$ cat src/rtl/stirq_pkg.sv
package stirq_pkg;

    localparam int unsigned REG_W = 32;
    localparam int unsigned SEL_W = 3;

    typedef enum logic [SEL_W-1:0] {
        SEL_SOURCE = 3'd0,
        SEL_ENABLE = 3'd1,
        SEL_CONFIG = 3'd2,
        SEL_TIMER  = 3'd3,
        SEL_STIME  = 3'd4
    } sel_e;

    localparam int unsigned BIT_FATAL  = 0;
    localparam int unsigned BIT_PARITY = 1;
    localparam int unsigned BIT_PCMOUT = 5;
    localparam int unsigned BIT_TIMER  = 12;
    localparam int unsigned BIT_MIDI   = 13;
    localparam int unsigned BIT_GLOBAL = 14;

    localparam logic [REG_W-1:0] SRC_MAP =
        (REG_W'(1) << BIT_FATAL)  | (REG_W'(1) << BIT_PARITY) |
        (REG_W'(1) << BIT_PCMOUT) | (REG_W'(1) << BIT_TIMER)  |
        (REG_W'(1) << BIT_MIDI);

    localparam logic [REG_W-1:0] CFG_MAP = REG_W'(1) << BIT_GLOBAL;

    typedef enum logic [0:0] {
        TMR_IDLE  = 1'b0,
        TMR_COUNT = 1'b1
    } tmr_state_e;

endpackage

$ cat src/rtl/stirq_timer.sv
module stirq_timer
    import stirq_pkg::*;
#(
    parameter int unsigned PER_W = 18
) (
    input  logic             clk,
    input  logic             rst_n,
    input  logic             tick,
    input  logic             load,
    input  logic [PER_W-1:0] load_val,
    output logic [PER_W-1:0] period,
    output logic             fire
);

    localparam logic [PER_W-1:0] CNT_ONE  = PER_W'(1);
    localparam logic [PER_W-1:0] CNT_ZERO = '0;

    tmr_state_e       state_q, state_d;
    logic [PER_W-1:0] period_q;
    logic [PER_W-1:0] cnt_q, cnt_d;
    logic             last_tick;

    // state register
    always_ff @(posedge clk or negedge rst_n) begin
        if (!rst_n) begin
            state_q <= TMR_IDLE;
        end else begin
            state_q <= state_d;
        end
    end

    // transitions: arm, halt, reload
    always_comb begin
        state_d = state_q;
        unique case (state_q)
            TMR_IDLE: begin
                if (load && (load_val != CNT_ZERO)) begin
                    state_d = TMR_COUNT;
                end
            end
            TMR_COUNT: begin
                if (load && (load_val == CNT_ZERO)) begin
                    state_d = TMR_IDLE;
                end
            end
        endcase
    end

    // outputs and countdown datapath
    always_comb begin
        last_tick = (state_q == TMR_COUNT) && tick && (cnt_q == CNT_ONE);
        fire      = last_tick && !load;
        cnt_d     = cnt_q;
        if (load) begin
            cnt_d = load_val;
        end else if (state_q == TMR_COUNT && tick) begin
            cnt_d = last_tick ? period_q : (cnt_q - CNT_ONE);
        end
    end

    always_ff @(posedge clk or negedge rst_n) begin
        if (!rst_n) begin
            period_q <= '0;
            cnt_q    <= '0;
        end else begin
            if (load) begin
                period_q <= load_val;
            end
            cnt_q <= cnt_d;
        end
    end

    assign period = period_q;

endmodule

$ cat src/rtl/stirq_pending.sv
module stirq_pending #(
    parameter int unsigned     W   = 32,
    parameter logic [W-1:0]    MAP = '0
) (
    input  logic         clk,
    input  logic         rst_n,
    input  logic [W-1:0] set_vec,
    input  logic [W-1:0] clr_vec,
    output logic [W-1:0] pend
);

    for (genvar g = 0; g < W; g++) begin : g_bit
        if (MAP[g]) begin : g_live
            logic q;
            always_ff @(posedge clk or negedge rst_n) begin
                if (!rst_n) begin
                    q <= 1'b0;
                end else if (set_vec[g]) begin
                    q <= 1'b1;
                end else if (clr_vec[g]) begin
                    q <= 1'b0;
                end
            end
            assign pend[g] = q;
        end else begin : g_dead
            logic unused_in;
            assign unused_in = set_vec[g] ^ clr_vec[g];
            assign pend[g]   = 1'b0;
        end
    end

endmodule

$ cat src/rtl/stirq_regs.sv
module stirq_regs
    import stirq_pkg::*;
#(
    parameter int unsigned PER_W    = 18,
    parameter int unsigned SAMPLE_W = 32
) (
    input  logic                clk,
    input  logic                rst_n,
    input  logic                tick,
    input  logic                wr_en,
    input  logic [SEL_W-1:0]    sel,
    input  logic [REG_W-1:0]    wdata,
    input  logic [REG_W-1:0]    pend,
    input  logic [PER_W-1:0]    period,
    output logic [REG_W-1:0]    mask,
    output logic                gen_en,
    output logic [SAMPLE_W-1:0] sample,
    output logic [REG_W-1:0]    rdata
);

    logic [REG_W-1:0]    mask_q;
    logic                gen_q;
    logic [SAMPLE_W-1:0] sample_q;

    always_ff @(posedge clk or negedge rst_n) begin
        if (!rst_n) begin
            mask_q <= '0;
            gen_q  <= 1'b0;
        end else if (wr_en) begin
            if (sel == SEL_ENABLE) begin
                mask_q <= wdata & SRC_MAP;
            end
            if (sel == SEL_CONFIG) begin
                gen_q <= wdata[BIT_GLOBAL];
            end
        end
    end

    always_ff @(posedge clk or negedge rst_n) begin
        if (!rst_n) begin
            sample_q <= '0;
        end else if (tick) begin
            sample_q <= sample_q + SAMPLE_W'(1);
        end
    end

    always_comb begin
        rdata = '0;
        case (sel)
            SEL_SOURCE: rdata = pend;
            SEL_ENABLE: rdata = mask_q;
            SEL_CONFIG: rdata = {{(REG_W-1){1'b0}}, gen_q} << BIT_GLOBAL;
            SEL_TIMER:  rdata = REG_W'(period);
            SEL_STIME:  rdata = REG_W'(sample_q);
            default:    rdata = '0;
        endcase
    end

    assign mask   = mask_q;
    assign gen_en = gen_q;
    assign sample = sample_q;

endmodule

$ cat src/rtl/sample_irq_ctrl.sv
module sample_irq_ctrl
    import stirq_pkg::*;
#(
    parameter int unsigned PER_W    = 18,
    parameter int unsigned SAMPLE_W = 32
) (
    input  logic                 clk,
    input  logic                 rst_n,
    input  logic                 tick,
    input  logic                 ev_fatal,
    input  logic                 ev_parity,
    input  logic                 ev_pcmout,
    input  logic                 ev_midi,
    input  logic [SEL_W-1:0]     sel,
    input  logic                 wr_en,
    input  logic                 rd_en,
    input  logic [REG_W-1:0]     wdata,
    output logic [REG_W-1:0]     rdata,
    output logic                 irq
);

    localparam logic [REG_W-1:0] TMR_BIT = REG_W'(1) << BIT_TIMER;

    logic [PER_W-1:0]    period_val;
    logic                tmr_fire;
    logic                tmr_load;
    logic                tmr_ack;
    logic                src_wr;
    logic [REG_W-1:0]    set_vec;
    logic [REG_W-1:0]    clr_vec;
    logic [REG_W-1:0]    pend_vec;
    logic [REG_W-1:0]    mask_vec;
    logic                gen_en;
    logic [SAMPLE_W-1:0] sample_cnt;

    assign tmr_load = wr_en && (sel == SEL_TIMER);
    assign tmr_ack  = rd_en && (sel == SEL_TIMER);
    assign src_wr   = wr_en && (sel == SEL_SOURCE);

    always_comb begin
        set_vec             = '0;
        set_vec[BIT_FATAL]  = ev_fatal;
        set_vec[BIT_PARITY] = ev_parity;
        set_vec[BIT_PCMOUT] = ev_pcmout;
        set_vec[BIT_TIMER]  = tmr_fire;
        set_vec[BIT_MIDI]   = ev_midi;
        clr_vec             = src_wr ? (wdata & ~TMR_BIT) : '0;
        clr_vec[BIT_TIMER]  = tmr_ack;
    end

    stirq_timer #(.PER_W(PER_W)) u_timer (
        .clk      (clk),
        .rst_n    (rst_n),
        .tick     (tick),
        .load     (tmr_load),
        .load_val (wdata[PER_W-1:0]),
        .period   (period_val),
        .fire     (tmr_fire)
    );

    stirq_pending #(.W(REG_W), .MAP(SRC_MAP)) u_pend (
        .clk     (clk),
        .rst_n   (rst_n),
        .set_vec (set_vec),
        .clr_vec (clr_vec),
        .pend    (pend_vec)
    );

    stirq_regs #(.PER_W(PER_W), .SAMPLE_W(SAMPLE_W)) u_regs (
        .clk    (clk),
        .rst_n  (rst_n),
        .tick   (tick),
        .wr_en  (wr_en),
        .sel    (sel),
        .wdata  (wdata),
        .pend   (pend_vec),
        .period (period_val),
        .mask   (mask_vec),
        .gen_en (gen_en),
        .sample (sample_cnt),
        .rdata  (rdata)
    );

    assign irq = gen_en && (|(pend_vec & mask_vec));

endmodule

$ cat config.mk
export PLATFORM = sky130hd
export DESIGN_NAME = sample_irq_ctrl
export DESIGN_NICKNAME = d
export VERILOG_FILES = /design/src/rtl/stirq_pkg.sv /design/src/rtl/stirq_timer.sv /design/src/rtl/stirq_pending.sv /design/src/rtl/stirq_regs.sv /design/src/rtl/sample_irq_ctrl.sv
export SDC_FILE = /design/constraint.sdc
export NUM_CORES = 1
export LEC_CHECK = 0
export BUFFER_PORTS_ARGS = -buffer_cell sky130_fd_sc_hd__buf_2
export CAP_MARGIN = 20
export CORE_AREA = 2 2 97 99
export DETAILED_ROUTE_END_ITERATION = 16
export DIE_AREA = 0 0 99 101
export PLACE_DENSITY = 0.86
export REMOVE_ABC_BUFFERS = 1
export SLEW_MARGIN = 30
export SYNTH_ARGS = -nofsm -noshare
export SYNTH_HDL_FRONTEND = slang
export SYNTH_HIERARCHICAL = 1
export SYNTH_SLANG_ARGS = --single-unit
$ cat constraint.sdc
create_clock -name clk -period 4.3 [get_ports clk]
set_input_delay 0.43 -clock clk [delete_from_list [all_inputs] [get_ports clk]]
set_output_delay 0.43 -clock clk [all_outputs]
set_load 0.005 [all_outputs]
==> Yosys cells after proc, flatten, opt, wreduce, memory -nomap -nowiden <==
Index checks and enable logic that the tools add are counted.
{ "classes": {"n_addsub": 2, "mul": 0, "div_mod_pow": 0, "n_lt_le_gt_ge": 0, "eq_ne": 5, "shifts": 0, "muxes": 18, "bitwise_logic": 2, "n_reduce_logical": 22} }
{ "ops": {"columns": ["operator", "n"], "rows": [
  ["$pmux 32 s5", 1],
  ["$mux 18", 3],
  ["$add 32x1->32 const B", 1],
  ["$reduce_or 32->1", 1],
  ["$eq 18x1->1 const B", 1],
  ["$logic_not 18->1", 1],
  ["$reduce_bool 18->1", 1],
  ["$sub 18x1->18 const B", 1],
  ["$and 14x14->14", 1],
  ["$mux 14", 1],
  ["$mux 1", 12],
  ["$reduce_bool 2->1", 6],
  ["$logic_and 1x1->1", 9],
  ["$eq 3x2->1 const B", 2],
  ["$reduce_and 2->1", 2],
  ["$eq 3x1->1 const B", 1],
  ["$eq 3x3->1 const B", 1],
  ["$logic_not 3->1", 1],
  ["$pmux 1 s2", 1],
  ["$logic_not 1->1", 1],
  ["$not 1->1", 1]
]} }
{ "word_totals": {"reg_bits": 80, "latchBits": 0, "ramBits": 0, "mem_bits_ro": 0, "input_bits": 44, "out_inout_bits": 33, "wordCells": 60, "memories": 0} }

==> Longest topological paths before layout <==
{ "depth": {"depth_word": 5, "mapped_depth": 8, "depth_no_buf": 7} }

==> Hierarchy <==
The synthesis kept the hierarchy.
{ "modules_own_cells": {"columns": ["mod", "n_inst", "cells_per_inst", "area_each_um2", "seq_area_each_um2"], "rows": [
  ["stirq_regs", 1, 280, 2613.8, 950.9],
  ["stirq_timer", 1, 214, 2073.2, 925.9],
  ["stirq_pending", 1, 48, 425.4, 125.1],
  ["sample_irq_ctrl", 1, 61, 405.4, 0.0]
]} }

==> Worst setup path before layout <==
OpenSTA, ideal clock, no wires.
{ "synth_timing": {"path_type": "reg-to-reg", "startpoint": "reg u_timer.cnt_q[6]", "endpoint": "reg u_timer.cnt_q[0]", "setup_time_ns": 0.137, "t_arrival_ns": 1.966, "t_required_ns": 4.163, "setup_slack_ns": 2.196, "path_stages_with_launch": 8, "path_buffers": 2, "synth_period_minus_slack_ns": 2.104, "cell_sequence": "dfrtp_1 > or4_1 > buf_2 > nor4_4 > nand2_2 > buf_6 > o21ai_1 > o311ai_2"} }
{ "synth_between": {"elab_chain_len": 5} }
{ "synth_rtl": {"columns": ["element", "line_no", "text"], "rows": [
  ["start, declared", "stirq_timer.sv:20", "logic [PER_W-1:0] cnt_q, cnt_d;"],
  ["start signal, assigned", "stirq_timer.sv:69", "cnt_q <= cnt_d;"],
  ["$eq 18x1->1", "stirq_timer.sv:51", "last_tick = (state_q == TMR_COUNT) && tick && (cnt_q == CNT_ONE);"],
  ["$logic_and 1x1->1", "stirq_timer.sv:51", null],
  ["$mux 18", "stirq_timer.sv:57", "cnt_d = last_tick ? period_q : (cnt_q - CNT_ONE);"],
  ["$mux 18", "stirq_timer.sv:56", "end else if (state_q == TMR_COUNT && tick) begin"],
  ["$mux 18", "stirq_timer.sv:54", "if (load) begin"]
]} }
No other way between the ends. The select of a mux whose other input is x is not followed.
A chain may end at the register's enable or synchronous reset.

==> Worst setup path after layout <==
{ "layout_timing": {"startpoint": "reg u_timer.cnt_q[6]", "endpoint": "reg u_timer.cnt_q[3]"} }
The elaborated chain is that of the path after synthesis.

==> impl_metrics.py <==
metrics = {
    "outcome": {
        "status": "complete, no violations",
    },
    "sta": {
        "maxSlewHeadroom_pct": 44.2,
        "period_share_pct": 59.0,
        "hold_violations": 0,
        "max_freq_mhz": 394,
        "period_minus_slack_ps": 2540,
        "worst_slew_pin_slew_ps": 829,
        "setup_viol": 0,
        "clock_skew_ps": 7.50,
        "setup_ws_ps": 1760,
        "timing.setup.tns_ps": 0,
        "rsz0062_at_grt": "no",
        "drv_slew": 0,
    },
    "worst_setup_path": {
        "path_delay_family": "simple AND/OR/NAND/NOR gates",
        "cp_max_fo": 17,
        "worst_ep_arrival_time_ps": 2800,
        "end_kind": "flop",
        "start_kind": "flop",
        "r2r_slack_ps": 1760,
        "crit_required_ps": 4560,
        "crit_buf_inv": 0,
        "slowest_stage": "or4_1",
        "path_cells": "or4_1 -> nor4_4 -> nand2_2 -> and3_1 -> o311ai_2",
        "crit_path_max_incr_delay_ps": 700,
        "critPathKind": "flop to flop",
    },
    "yosys": {
        "ys_warn_count": 6,
        "avgSynthCellArea_um2": 9.30,
        "synth_area_um2": 5340,
        "syn_inst": 574,
    },
    "die": {
        "fp.dieH_um": 101,
        "fp-row-count": 35,
        "io_pins": 77,
        "die_x_um": 99,
        "design.die.area_um2": 10000,
        "start_util_pct": 59.5,
        "coreArea_um2": 8980,
    },
    "power": {
        "power.share.combinational_pct": 26.2,
        "netSwitchingPower_mw": 0.778,
        "ir_worst_vdd_uv": 240,
        "p_total_mw": 2.23,
        "p_clk_share_pct": 24.9,
        "p_per_area_nw_per_um2": 395,
        "total_leakage_power_nw": 2.59,
        "internal-power_mw": 1.46,
        "swShare_pct": 34.8,
        "seqPwrFrac_pct": 48.9,
    },
    "global_routing": {
        "grt_pass1_wl_um": 21000,
        "antenna_found_initial": 0,
        "grt_overflow": 0,
        "grt_usage_pct": 26.7,
        "grt_pass1_vias": 4207,
        "grt_max_degree": 81,
    },
    "final_layout": {
        "final_common_cell": "dfrtp_1",
        "fin_nets": 665,
        "area_delta_synth_final_pct": 5.76,
        "diodes": 0,
        "final_cell_mix": "80 x dfrtp_1, 61 x buf_2, 54 x conb_1",
        "drive_gt1_share_pct": 19.8,
    },
    "route": {
        "dr.pass1.iters": 7,
        "drc": 0,
        "via_per_inst": 5.93,
        "wl_per_cell_um": 17.6,
        "drt-total-wl_um": 12900,
        "ant_nets": 0,
        "vias": 4344,
        "drt_iter0_markers": 402,
    },
    "placed_design": {
        "place.gp.congestion": 0.936,
        "preCtsSetupSlack_ps": 1720,
        "io_buffer_count": 62,
        "place_hpwl_um": 9210,
    },
    "cts": {
        "cts.sinks": 80,
        "clock_latency_ps": 350,
        "cts_max_path_buffers": 2,
        "postCtsHoldBufs": 0,
        "cts_buffers": 9,
        "cts_tree": "built",
        "clk_pin_slew_ps": 80,
        "post_cts_buffers": 0,
        "ctsHtreeMaxLevel": 3,
        "cts_resized": 0,
        "cts_root_buf": "clkbuf_8",
    },
    "worst_hold_path": {
        "min_path_type": "primary input to async pin",
    },
    "flow_run": {
        "cap_violations": 0,
    },
}
registers in the layout, summed over array words and instances, names as in the netlist, named ones only:
signal,cells
u_pend/g_bit.g_live.q,5
u_regs/gen_en,1
u_regs/sample,32
u_regs/mask,5
u_timer/period,18
u_timer/cnt_q,18
through the flow:
step	hold slack, ps	util, %	instances	area, um^2
6_report	105	62.9	733	5650
5_1_grt	131	62.9	733	5650
4_1_cts	132	62.9	733	5650
3_5_place_dp	471	60.8	718	5460
3_3_place_gp	467	60.8	718	5450
2_1_floorplan	134	-	541	4970
power groups by stage:
stage / clock [mW] / combinational (mW) / sequential [mW]
floorplan: 0 / 0.411 / 1.05
global placement: 0 / 0.542 / 1.09
detailed placement: 0 / 0.566 / 1.10
CTS: 0.561 / 0.572 / 1.09
global route: 0.599 / 0.646 / 1.12
finish: 0.555 / 0.585 / 1.09
final cells by class:
cell class | instances | area [um^2]
fill | 708 | 3330
clock inverter | 3 | 42.5
inverter | 17 | 63.8
tap | 111 | 139
timing repair buffer | 66 | 347
multi-input combinational | 444 | 2910
clock buffer | 12 | 145
sequential | 80 | 2000
final timing paths:
kind	startpoint	endpoint	depth (start not counted)
worst max-delay path	u_timer/cnt_q[6]	u_timer/cnt_q[3]	5
max in group asynchronous	rst_n	u_regs/sample[10]	1
min in group clk	ev_fatal	u_pend/g_bit[0].g_live.q	2
worst max register to register	u_timer/cnt_q[6]	u_timer/cnt_q[3]	5
worst min-delay path	rst_n	u_timer/cnt_q[6]	1
worst min register to register	u_regs/sample[31]	u_regs/sample[31]	1
routing by layer:
metal | vias up | GRT usage [%] | share of wire [%]
li1 | 2013 | - | -
met1 | 2105 | 36.8 | 43
met2 | 207 | 43.0 | 48
met3 | 19 | 4.85 | 7.1
met4 | 0 | 8.75 | 1.6
met5 | - | 0 | 0
Note: power is estimated with default switching activity, not from simulation.
